--- src/rtl/ptw_pkg.sv ---
package ptw_pkg;
  localparam int NPTR_W = 14;
  localparam int PPTR_W = 9;
  localparam int RPTR_W = 10;
  localparam int BR_W   = 3;
  localparam int WORD_W = 64;
  localparam int PKT_W  = 16;
  localparam int PRIO_W = 3;

  typedef enum logic [1:0] {
    OP_EQ = 2'd0,
    OP_NE = 2'd1,
    OP_GT = 2'd2,
    OP_LT = 2'd3
  } cmp_op_e;

  localparam logic [1:0] KIND_KEY = 2'd1;

  typedef struct packed {
    logic [42:0]       pad;
    logic [1:0]        kind;
    logic              last;
    logic              two_keys;
    logic              len_store;
    logic [1:0]        ext_sel;
    logic [1:0]        byte_sel;
    logic [1:0]        search_sel;
    logic [RPTR_W-1:0] rptr;
  } hdr_t;

  typedef struct packed {
    logic              pad;
    logic              valid;
    logic [PPTR_W-1:0] npp;
    logic              back;
    logic              rel;
    logic [1:0]        op;
    logic [NPTR_W-1:0] nnode;
    logic [BR_W-1:0]   nbr;
    logic [PKT_W-1:0]  data;
    logic [PKT_W-1:0]  mask;
  } br_t;

  typedef struct packed {
    logic [PRIO_W-1:0] prio;
    logic [2:0]        rsvd;
    logic [RPTR_W-1:0] rptr;
  } key_t;

  typedef enum logic [1:0] {
    S_IDLE = 2'd0,
    S_HDR  = 2'd1,
    S_BR   = 2'd2,
    S_KEY  = 2'd3
  } walk_state_e;
endpackage

--- src/rtl/ptw_branch_eval.sv ---
module ptw_branch_eval
  import ptw_pkg::*;
(
  input  br_t               br,
  input  logic [PKT_W-1:0]  pkt_word,
  input  logic [PPTR_W-1:0] cur_ptr,
  output logic              take,
  output logic [PPTR_W-1:0] next_ptr
);
  logic [PKT_W-1:0] pkt_m;
  logic [PKT_W-1:0] dat_m;
  logic             hit;

  always_comb begin
    pkt_m = pkt_word & ~br.mask;
    dat_m = br.data  & ~br.mask;
    case (cmp_op_e'(br.op))
      OP_EQ:   hit = (pkt_m == dat_m);
      OP_NE:   hit = (pkt_m != dat_m);
      OP_GT:   hit = (pkt_m >  dat_m);
      default: hit = (pkt_m <  dat_m);
    endcase
    take = !br.valid || hit;
  end

  always_comb begin
    if (!br.rel)      next_ptr = br.npp;
    else if (br.back) next_ptr = cur_ptr - br.npp;
    else              next_ptr = cur_ptr + br.npp;
  end
endmodule

--- src/rtl/ptw_key_pick.sv ---
module ptw_key_pick
  import ptw_pkg::*;
(
  input  logic [2*PKT_W-1:0] key_word,
  input  logic               two_keys,
  output logic [RPTR_W-1:0]  rptr
);
  key_t k_lo;
  key_t k_hi;

  always_comb begin
    k_lo = key_t'(key_word[PKT_W-1:0]);
    k_hi = key_t'(key_word[2*PKT_W-1:PKT_W]);
    if (two_keys && (k_hi.prio > k_lo.prio)) rptr = k_hi.rptr;
    else                                     rptr = k_lo.rptr;
  end
endmodule

--- src/rtl/ptw_step_guard.sv ---
module ptw_step_guard #(
  parameter int MAX_STEPS = 64
) (
  input  logic clk,
  input  logic rst_n,
  input  logic clear,
  input  logic step,
  output logic last_step
);
  localparam int CNT_W = $clog2(MAX_STEPS + 1);

  logic [CNT_W-1:0] cnt_q;

  always_ff @(posedge clk or negedge rst_n) begin
    if (!rst_n)     cnt_q <= '0;
    else if (clear) cnt_q <= '0;
    else if (step)  cnt_q <= cnt_q + CNT_W'(1);
  end

  assign last_step = step && (cnt_q == CNT_W'(MAX_STEPS - 1));
endmodule

--- src/rtl/ptw_walker.sv ---
module ptw_walker
  import ptw_pkg::*;
#(
  parameter int MAX_BR    = 8,
  parameter int MAX_STEPS = 64,
  parameter int DROP_PTR  = 0
) (
  input  logic                                   clk,
  input  logic                                   rst_n,
  input  logic                                   start_valid,
  output logic                                   start_ready,
  input  logic [NPTR_W-1:0]                      start_node,
  input  logic [PPTR_W-1:0]                      start_pkt,
  input  logic [RPTR_W-1:0]                      def_ptr,
  output logic [PPTR_W-1:0]                      pkt_addr,
  input  logic [PKT_W-1:0]                       pkt_data,
  output logic [NPTR_W+$clog2(MAX_BR+1)-1:0]     node_addr,
  input  logic [WORD_W-1:0]                      node_data,
  output logic                                   result_valid,
  output logic [RPTR_W-1:0]                      result_ptr,
  output logic                                   result_drop,
  output logic                                   result_timeout
);
  localparam int SLOT_W = $clog2(MAX_BR + 1);
  localparam logic [BR_W-1:0] LAST_BR = BR_W'(MAX_BR - 1);

  walk_state_e       state_q, state_d;
  logic [NPTR_W-1:0] node_q, node_d;
  logic [BR_W-1:0]   br_q, br_d;
  logic [PPTR_W-1:0] ptr_q, ptr_d;
  logic [RPTR_W-1:0] hdr_rptr_q, hdr_rptr_d;
  logic              two_keys_q, two_keys_d;
  logic [RPTR_W-1:0] fallback_q;

  hdr_t              hdr;
  br_t               brw;
  logic              take;
  logic [PPTR_W-1:0] next_ptr;
  logic [RPTR_W-1:0] key_rptr;
  logic              accept;
  logic              stepping;
  logic              last_step;
  logic              natural_end;
  logic [RPTR_W-1:0] natural_ptr;
  logic              finish;
  logic [RPTR_W-1:0] finish_ptr;

  assign hdr         = hdr_t'(node_data);
  assign brw         = br_t'(node_data);
  assign start_ready = (state_q == S_IDLE);
  assign accept      = start_valid && start_ready;
  assign stepping    = (state_q != S_IDLE);
  assign pkt_addr    = ptr_q;

  always_comb begin
    case (state_q)
      S_HDR:   node_addr = {node_q, SLOT_W'(0)};
      S_BR:    node_addr = {node_q, SLOT_W'(br_q) + SLOT_W'(1)};
      S_KEY:   node_addr = {node_q, SLOT_W'(1)};
      default: node_addr = '0;
    endcase
  end

  ptw_branch_eval u_eval (
    .br       (brw),
    .pkt_word (pkt_data),
    .cur_ptr  (ptr_q),
    .take     (take),
    .next_ptr (next_ptr)
  );

  ptw_key_pick u_keys (
    .key_word (node_data[2*PKT_W-1:0]),
    .two_keys (two_keys_q),
    .rptr     (key_rptr)
  );

  ptw_step_guard #(.MAX_STEPS(MAX_STEPS)) u_guard (
    .clk       (clk),
    .rst_n     (rst_n),
    .clear     (accept),
    .step      (stepping),
    .last_step (last_step)
  );

  always_comb begin
    state_d     = state_q;
    node_d      = node_q;
    br_d        = br_q;
    ptr_d       = ptr_q;
    hdr_rptr_d  = hdr_rptr_q;
    two_keys_d  = two_keys_q;
    natural_end = 1'b0;
    natural_ptr = hdr_rptr_q;
    case (state_q)
      S_IDLE: begin
        if (accept) begin
          state_d = S_HDR;
          node_d  = start_node;
          br_d    = '0;
          ptr_d   = start_pkt;
        end
      end
      S_HDR: begin
        hdr_rptr_d = hdr.rptr;
        two_keys_d = hdr.two_keys;
        if (hdr.last) begin
          natural_end = 1'b1;
          natural_ptr = hdr.rptr;
        end else if (hdr.kind == KIND_KEY) begin
          state_d = S_KEY;
        end else begin
          state_d = S_BR;
        end
      end
      S_BR: begin
        if (take) begin
          ptr_d = next_ptr;
          br_d  = brw.nbr;
          if (brw.nnode != node_q) begin
            node_d  = brw.nnode;
            state_d = S_HDR;
          end
        end else if (br_q >= LAST_BR) begin
          natural_end = 1'b1;
          natural_ptr = hdr_rptr_q;
        end else begin
          br_d = br_q + BR_W'(1);
        end
      end
      default: begin
        natural_end = 1'b1;
        natural_ptr = key_rptr;
      end
    endcase
    finish     = natural_end || last_step;
    finish_ptr = natural_end ? natural_ptr : fallback_q;
    if (finish) state_d = S_IDLE;
  end

  always_ff @(posedge clk or negedge rst_n) begin
    if (!rst_n) begin
      state_q        <= S_IDLE;
      node_q         <= '0;
      br_q           <= '0;
      ptr_q          <= '0;
      hdr_rptr_q     <= '0;
      two_keys_q     <= 1'b0;
      fallback_q     <= '0;
      result_valid   <= 1'b0;
      result_ptr     <= '0;
      result_drop    <= 1'b0;
      result_timeout <= 1'b0;
    end else begin
      state_q      <= state_d;
      node_q       <= node_d;
      br_q         <= br_d;
      ptr_q        <= ptr_d;
      hdr_rptr_q   <= hdr_rptr_d;
      two_keys_q   <= two_keys_d;
      result_valid <= finish;
      if (accept) fallback_q <= def_ptr;
      if (finish) begin
        result_ptr     <= finish_ptr;
        result_drop    <= (finish_ptr == RPTR_W'(DROP_PTR));
        result_timeout <= !natural_end;
      end
    end
  end
endmodule

--- config.mk ---
export PLATFORM = sky130hd
export DESIGN_NAME = ptw_walker
export DESIGN_NICKNAME = d
export VERILOG_FILES = /design/src/rtl/ptw_pkg.sv /design/src/rtl/ptw_branch_eval.sv /design/src/rtl/ptw_key_pick.sv /design/src/rtl/ptw_step_guard.sv /design/src/rtl/ptw_walker.sv
export SDC_FILE = /design/constraint.sdc
export NUM_CORES = 1
export LEC_CHECK = 0
export ABC_AREA = 1
export BUFFER_PORTS_ARGS = -buffer_cell sky130_fd_sc_hd__buf_2
export CORE_ASPECT_RATIO = 1.2
export CORE_UTILIZATION = 57
export CTS_CLUSTER_DIAMETER = 200
export DETAILED_ROUTE_END_ITERATION = 16
export PLACE_DENSITY = 0.83
export SLEW_MARGIN = 15
export SYNTH_ARGS = -nofsm -noshare
export SYNTH_HDL_FRONTEND = slang
export SYNTH_SLANG_ARGS = --single-unit
--- constraint.sdc ---
create_clock -name clk -period 4.2 [get_ports clk]
set_input_delay 0.21 -clock clk [delete_from_list [all_inputs] [get_ports clk]]
set_output_delay 0.21 -clock clk [all_outputs]
set_load 0.02 [all_outputs]
==> impl_summary.md <==
Outcome
The flow ran to the end, and the final reports show no timing, DRC or antenna violations.

Pwr
The cell area power density is 623 mW/mm2. The static power due to leakage is 3.54 nW. The clock network is responsible for 14.5% of the overall power. The peak supply drop is 0.000341 V. Sequential cells burn 29.3% of the power.

The combinational fraction of design power is 56.2%. The switching part of the total power is 48.2%. Cell internal power was estimated by the tool at 0.00206 W.

Summed over all nets, the switching power comes to 0.00191 W.

Place
Once placement finished, the instance area stood at 0.00615 mm2. The number of port buffers is 155. Timing analysis after detailed placement gives a worst setup slack of 1.17 ns. The final weighted congestion in routability-driven placement is 0.837.

The detailed placer's ending HPWL is 10.4 mm.

Clock tree
TritonCTS built the clock tree. The maximum buffer depth of the clock tree is 2. Counting every sink on the clock net gives 69. The clock buffer count from CTS is 9. The clock latency on the worst-skew pair is 0.36 ns. The H-tree generated during clock tree synthesis spans 3 levels. After clock tree synthesis, the clock-pin slew on the worst setup and hold paths is 0.09 ns. Once the clock tree was built, the setup fixing pass inserted 0 buffers. The tree is rooted in a clkbuf_8.

Synthesis
The synthesized netlist net count is 899. The number of distinct standard cells referenced by the synthesized netlist is 48. Summing the areas of all xor and xnor instances in the mapped netlist gives 2.47% of the synthesized area. The portion of synthesized area spent on multiplexers is 0.212%. The fraction of post-synthesis cell area in the top cell type by area is 32.5%.

The combinational family with the most area after synthesis is simple AND/OR/NAND/NOR gates. The async set-reset flop share out of synthesis is 100%. For this run, the leading register cell type out of synthesis is dfrtp_1. The count of synthesis-stage warnings from yosys is 0. Counting flops and latches in the post-synthesis netlist gives 69. The cell taking the most area after synthesis is dfrtp_1. The adder-cell share of the synthesized area is 9.09%. The synthesized netlist devotes 25.5% of its cell area to simple gates.

The portion of the post-synthesis area used by sequential elements is 32.5%. The average cell area after synthesis is 7.13 um2. The library cell with the highest instance count after synthesis is nand2_1.

The mapped netlist covers 0.00531 mm2. Yosys mapped a number of flops with a built-in enable equal to 0. The synthesized-area fraction occupied by ao, oa, aoi and oai cells is 18.6%. Synthesis handed over a netlist of 745 instances. In the synthesized netlist, the cells that appear most often are 176 x nand2_1, 131 x inv_1, 70 x o21ai_0. By area the synthesized netlist is led by dfrtp_1 33%, nand2_1 12%, inv_1 9.3%.

Die
After floorplanning, the core was divided into 38 placement rows. From bottom edge to top edge, the die measures 108 um. Once the floorplan was initialized, standard cells occupied 58.8% of the core.

The floorplan step defined a die boundary enclosing 0.00971 mm2. The overall die width is 90.1 um. The count of pins on the block boundary is 157. The area of the core is 0.00903 mm2.

Global routing
Across every metal layer, demand over resource in global routing totals 28.7%. For this run the aggregate overflow at the end of global routing stands at 0. The initial antenna violation count came to 0. The via count of the first global-routing pass came to 5224. The wire length of the first global-routing pass is 22.5 mm. Entering global routing, the biggest net connects 37 pins.

STA
Of the available clock period, the critical path in the final layout requires 71.5%. Setup slack closes at 1.20 ns. The accumulated negative setup slack is 0 ns.

Setup repair after global routing left no endpoint under its margin. The number of hold-slack violations in the final timing report was 0. The number of endpoints failing setup at the final stage is 0. The transition time of the tightest slew-check pin is 0.793 ns. The headroom to the max-slew limit is 47.1%. The clock skew after layout is 0.0139 ns. The count of final max-slew check failures is 0. The routed design could run at a clock period as short as 3.00 ns. Based on the critical path, the design can be clocked at up to 0.333 GHz.

Setup path
The endpoint type of the worst setup path is a register. Of all nets on the critical path, the largest fanout is 21. The data required time of the worst path is 4.48 ns.

STA classifies the critical path startpoint as a register. The startpoint-to-endpoint class of the critical path is register to register. The data arrival time at the worst-slack endpoint is 3.29 ns.

Detailed routing
The total wire length after detailed routing is 13.4 mm. Once detail routing completed, the nets flagged for antenna violations numbered 0. In the routed design, unresolved DRC markers number 0. The violation count after the first detailed-routing iteration is 284. Using the TritonRoute via totals, the vias-per-cell ratio works out to 5.26. The final route contains 5375 vias. The first detailed-routing pass ran for 5 iterations. The average wire per standard cell is 13.2 um.

Cells and area
The share of layout cells above drive strength 1 is 26.0%. The number of fill cells in the layout is 777. The area occupied by multi-input gates is 0.00297 mm2. The final cell area excluding filler cells is 0.00637 mm2.

The antenna cell count is 0. Summing all flip-flop and latch instances after layout gives 0.00173 mm2. The layout overhead on the synthesized area is 19.9%.

At the end of the flow, the number of nets in the layout was 1050.

Job
Across the run, the number of max-cap violations was 0.

Worst hold path
The classification of the worst-slack hold path is primary input to register.
[final timing paths]
kind                               startpoint       endpoint  slack [ns]  cells past startpoint
worst min register to register  result_ptr[4]  result_ptr[4]        0.49                      2
worst max-delay path               state_q[0]    pkt_addr[0]        1.20                      8
min in group asynchronous               rst_n  hdr_rptr_q[9]        0.49                      2
worst max register to register     state_q[0]    pkt_addr[0]        1.20                      8
max in group asynchronous               rst_n    pkt_addr[7]        2.75                      3
worst min-delay path               def_ptr[1]  fallback_q[1]        0.05                      3
[registers in the layout, indices dropped and copies added (netlist names)]
name            cells
br_q                3
fallback_q         10
hdr_rptr_q         10
node_q             14
pkt_addr            9
result_drop         1
result_ptr         10
result_timeout      1
result_valid        1
state_q             2
two_keys_q          1
u_guard.cnt_q       7
[logic make-up (layout without fill, tap and decap cells)]
kind of cell,after synthesis,in the layout
fa+ha+maj,38,38
compound gates,162,162
flops,69,69
simple gates,307,307
buf+inv,153,309
xor+xnor,15,15
mux,1,1
[area by class of cell]
| cell class | count | share of cell area [%] |
|---|---|---|
| Multi-Input combinational cell | 523 | 46.6 |
| Sequential cell | 69 | 27.1 |
| Timing Repair Buffer | 160 | 12.8 |
| Inverter | 133 | 7.88 |
| Tap cell | 120 | 2.36 |
| Clock buffer | 10 | 2.16 |
| Clock inverter | 6 | 1.10 |
[metrics by stage]
step | instances | power (W) | hold slack [ns] | utilization (%)
final | 1021 | 0.00397 | 0.0531 | 70.5
after detailed placement | 1004 | 0.00339 | 0.333 | 68.1
after floorplan | 745 | 0.00280 | -0.0856 | -
after global placement | 1004 | 0.00330 | 0.326 | 68.1
after global routing | 1021 | 0.00432 | 0.0601 | 70.5
after CTS | 1021 | 0.00398 | 0.0467 | 70.5
[layer usage]
layer / share of wire [%] / GRT usage, % / vias to the layer above
met5: 0 / 0 / -
met4: 2.7 / 13.8 / 0
met3: 7.9 / 6.21 / 32
met2: 49 / 50.7 / 236
met1: 40 / 33.0 / 2414
li1: - / - / 2693
[power by group through the flow]
stage	combinational, W	sequential [W]	clock (W)
6_report	0.00223	0.00116	0.000574
5_1_grt	0.00251	0.00120	0.000608
4_1_cts	0.00223	0.00116	0.000584
3_5_place_dp	0.00222	0.00117	0
3_3_place_gp	0.00214	0.00116	0
2_1_floorplan	0.00154	0.00125	0
[worst max-delay path, cell delays in order, from the launching register on]
cell      delay, ns
dfrtp_1        0.42
inv_1          0.16
ha_1           0.45
nand2_1        0.25
inv_1          0.47
a21oi_1        0.21
nor2_2         0.59
o221ai_1       0.25
o21ai_0        0.11
[cell usage in the layout, fill, tap and decap left out, drive strengths merged]
cell / instances
nor4: 2
nand3: 25
o31ai: 1
o21a: 6
a22oi: 1
o21ai: 79
o211ai: 9
a221oi: 5
dfrtp: 69
clkinvlp: 3
a31oi: 11
clkbuf: 10
dlygate4sd3: 1
xor2: 9
bufinv: 1
or2: 15
nand4: 3
a21boi: 1
nand2: 188
a31o: 3
fa: 1
clkinv: 1
o21bai: 1
a211oi: 4
o22ai: 6
a21oi: 32
and2: 1
ha: 37
mux2: 1
nor3: 3
inv: 134
xnor2: 6
nor3b: 1
o221ai: 3
buf: 159
nor2: 69
[repair_timing]
action	in CTS	in global routing
hold endpoints to repair	33	0
hold buffers	1	0
resized for setup	0	0
No activity file was read; power rests on OpenSTA's default activity.
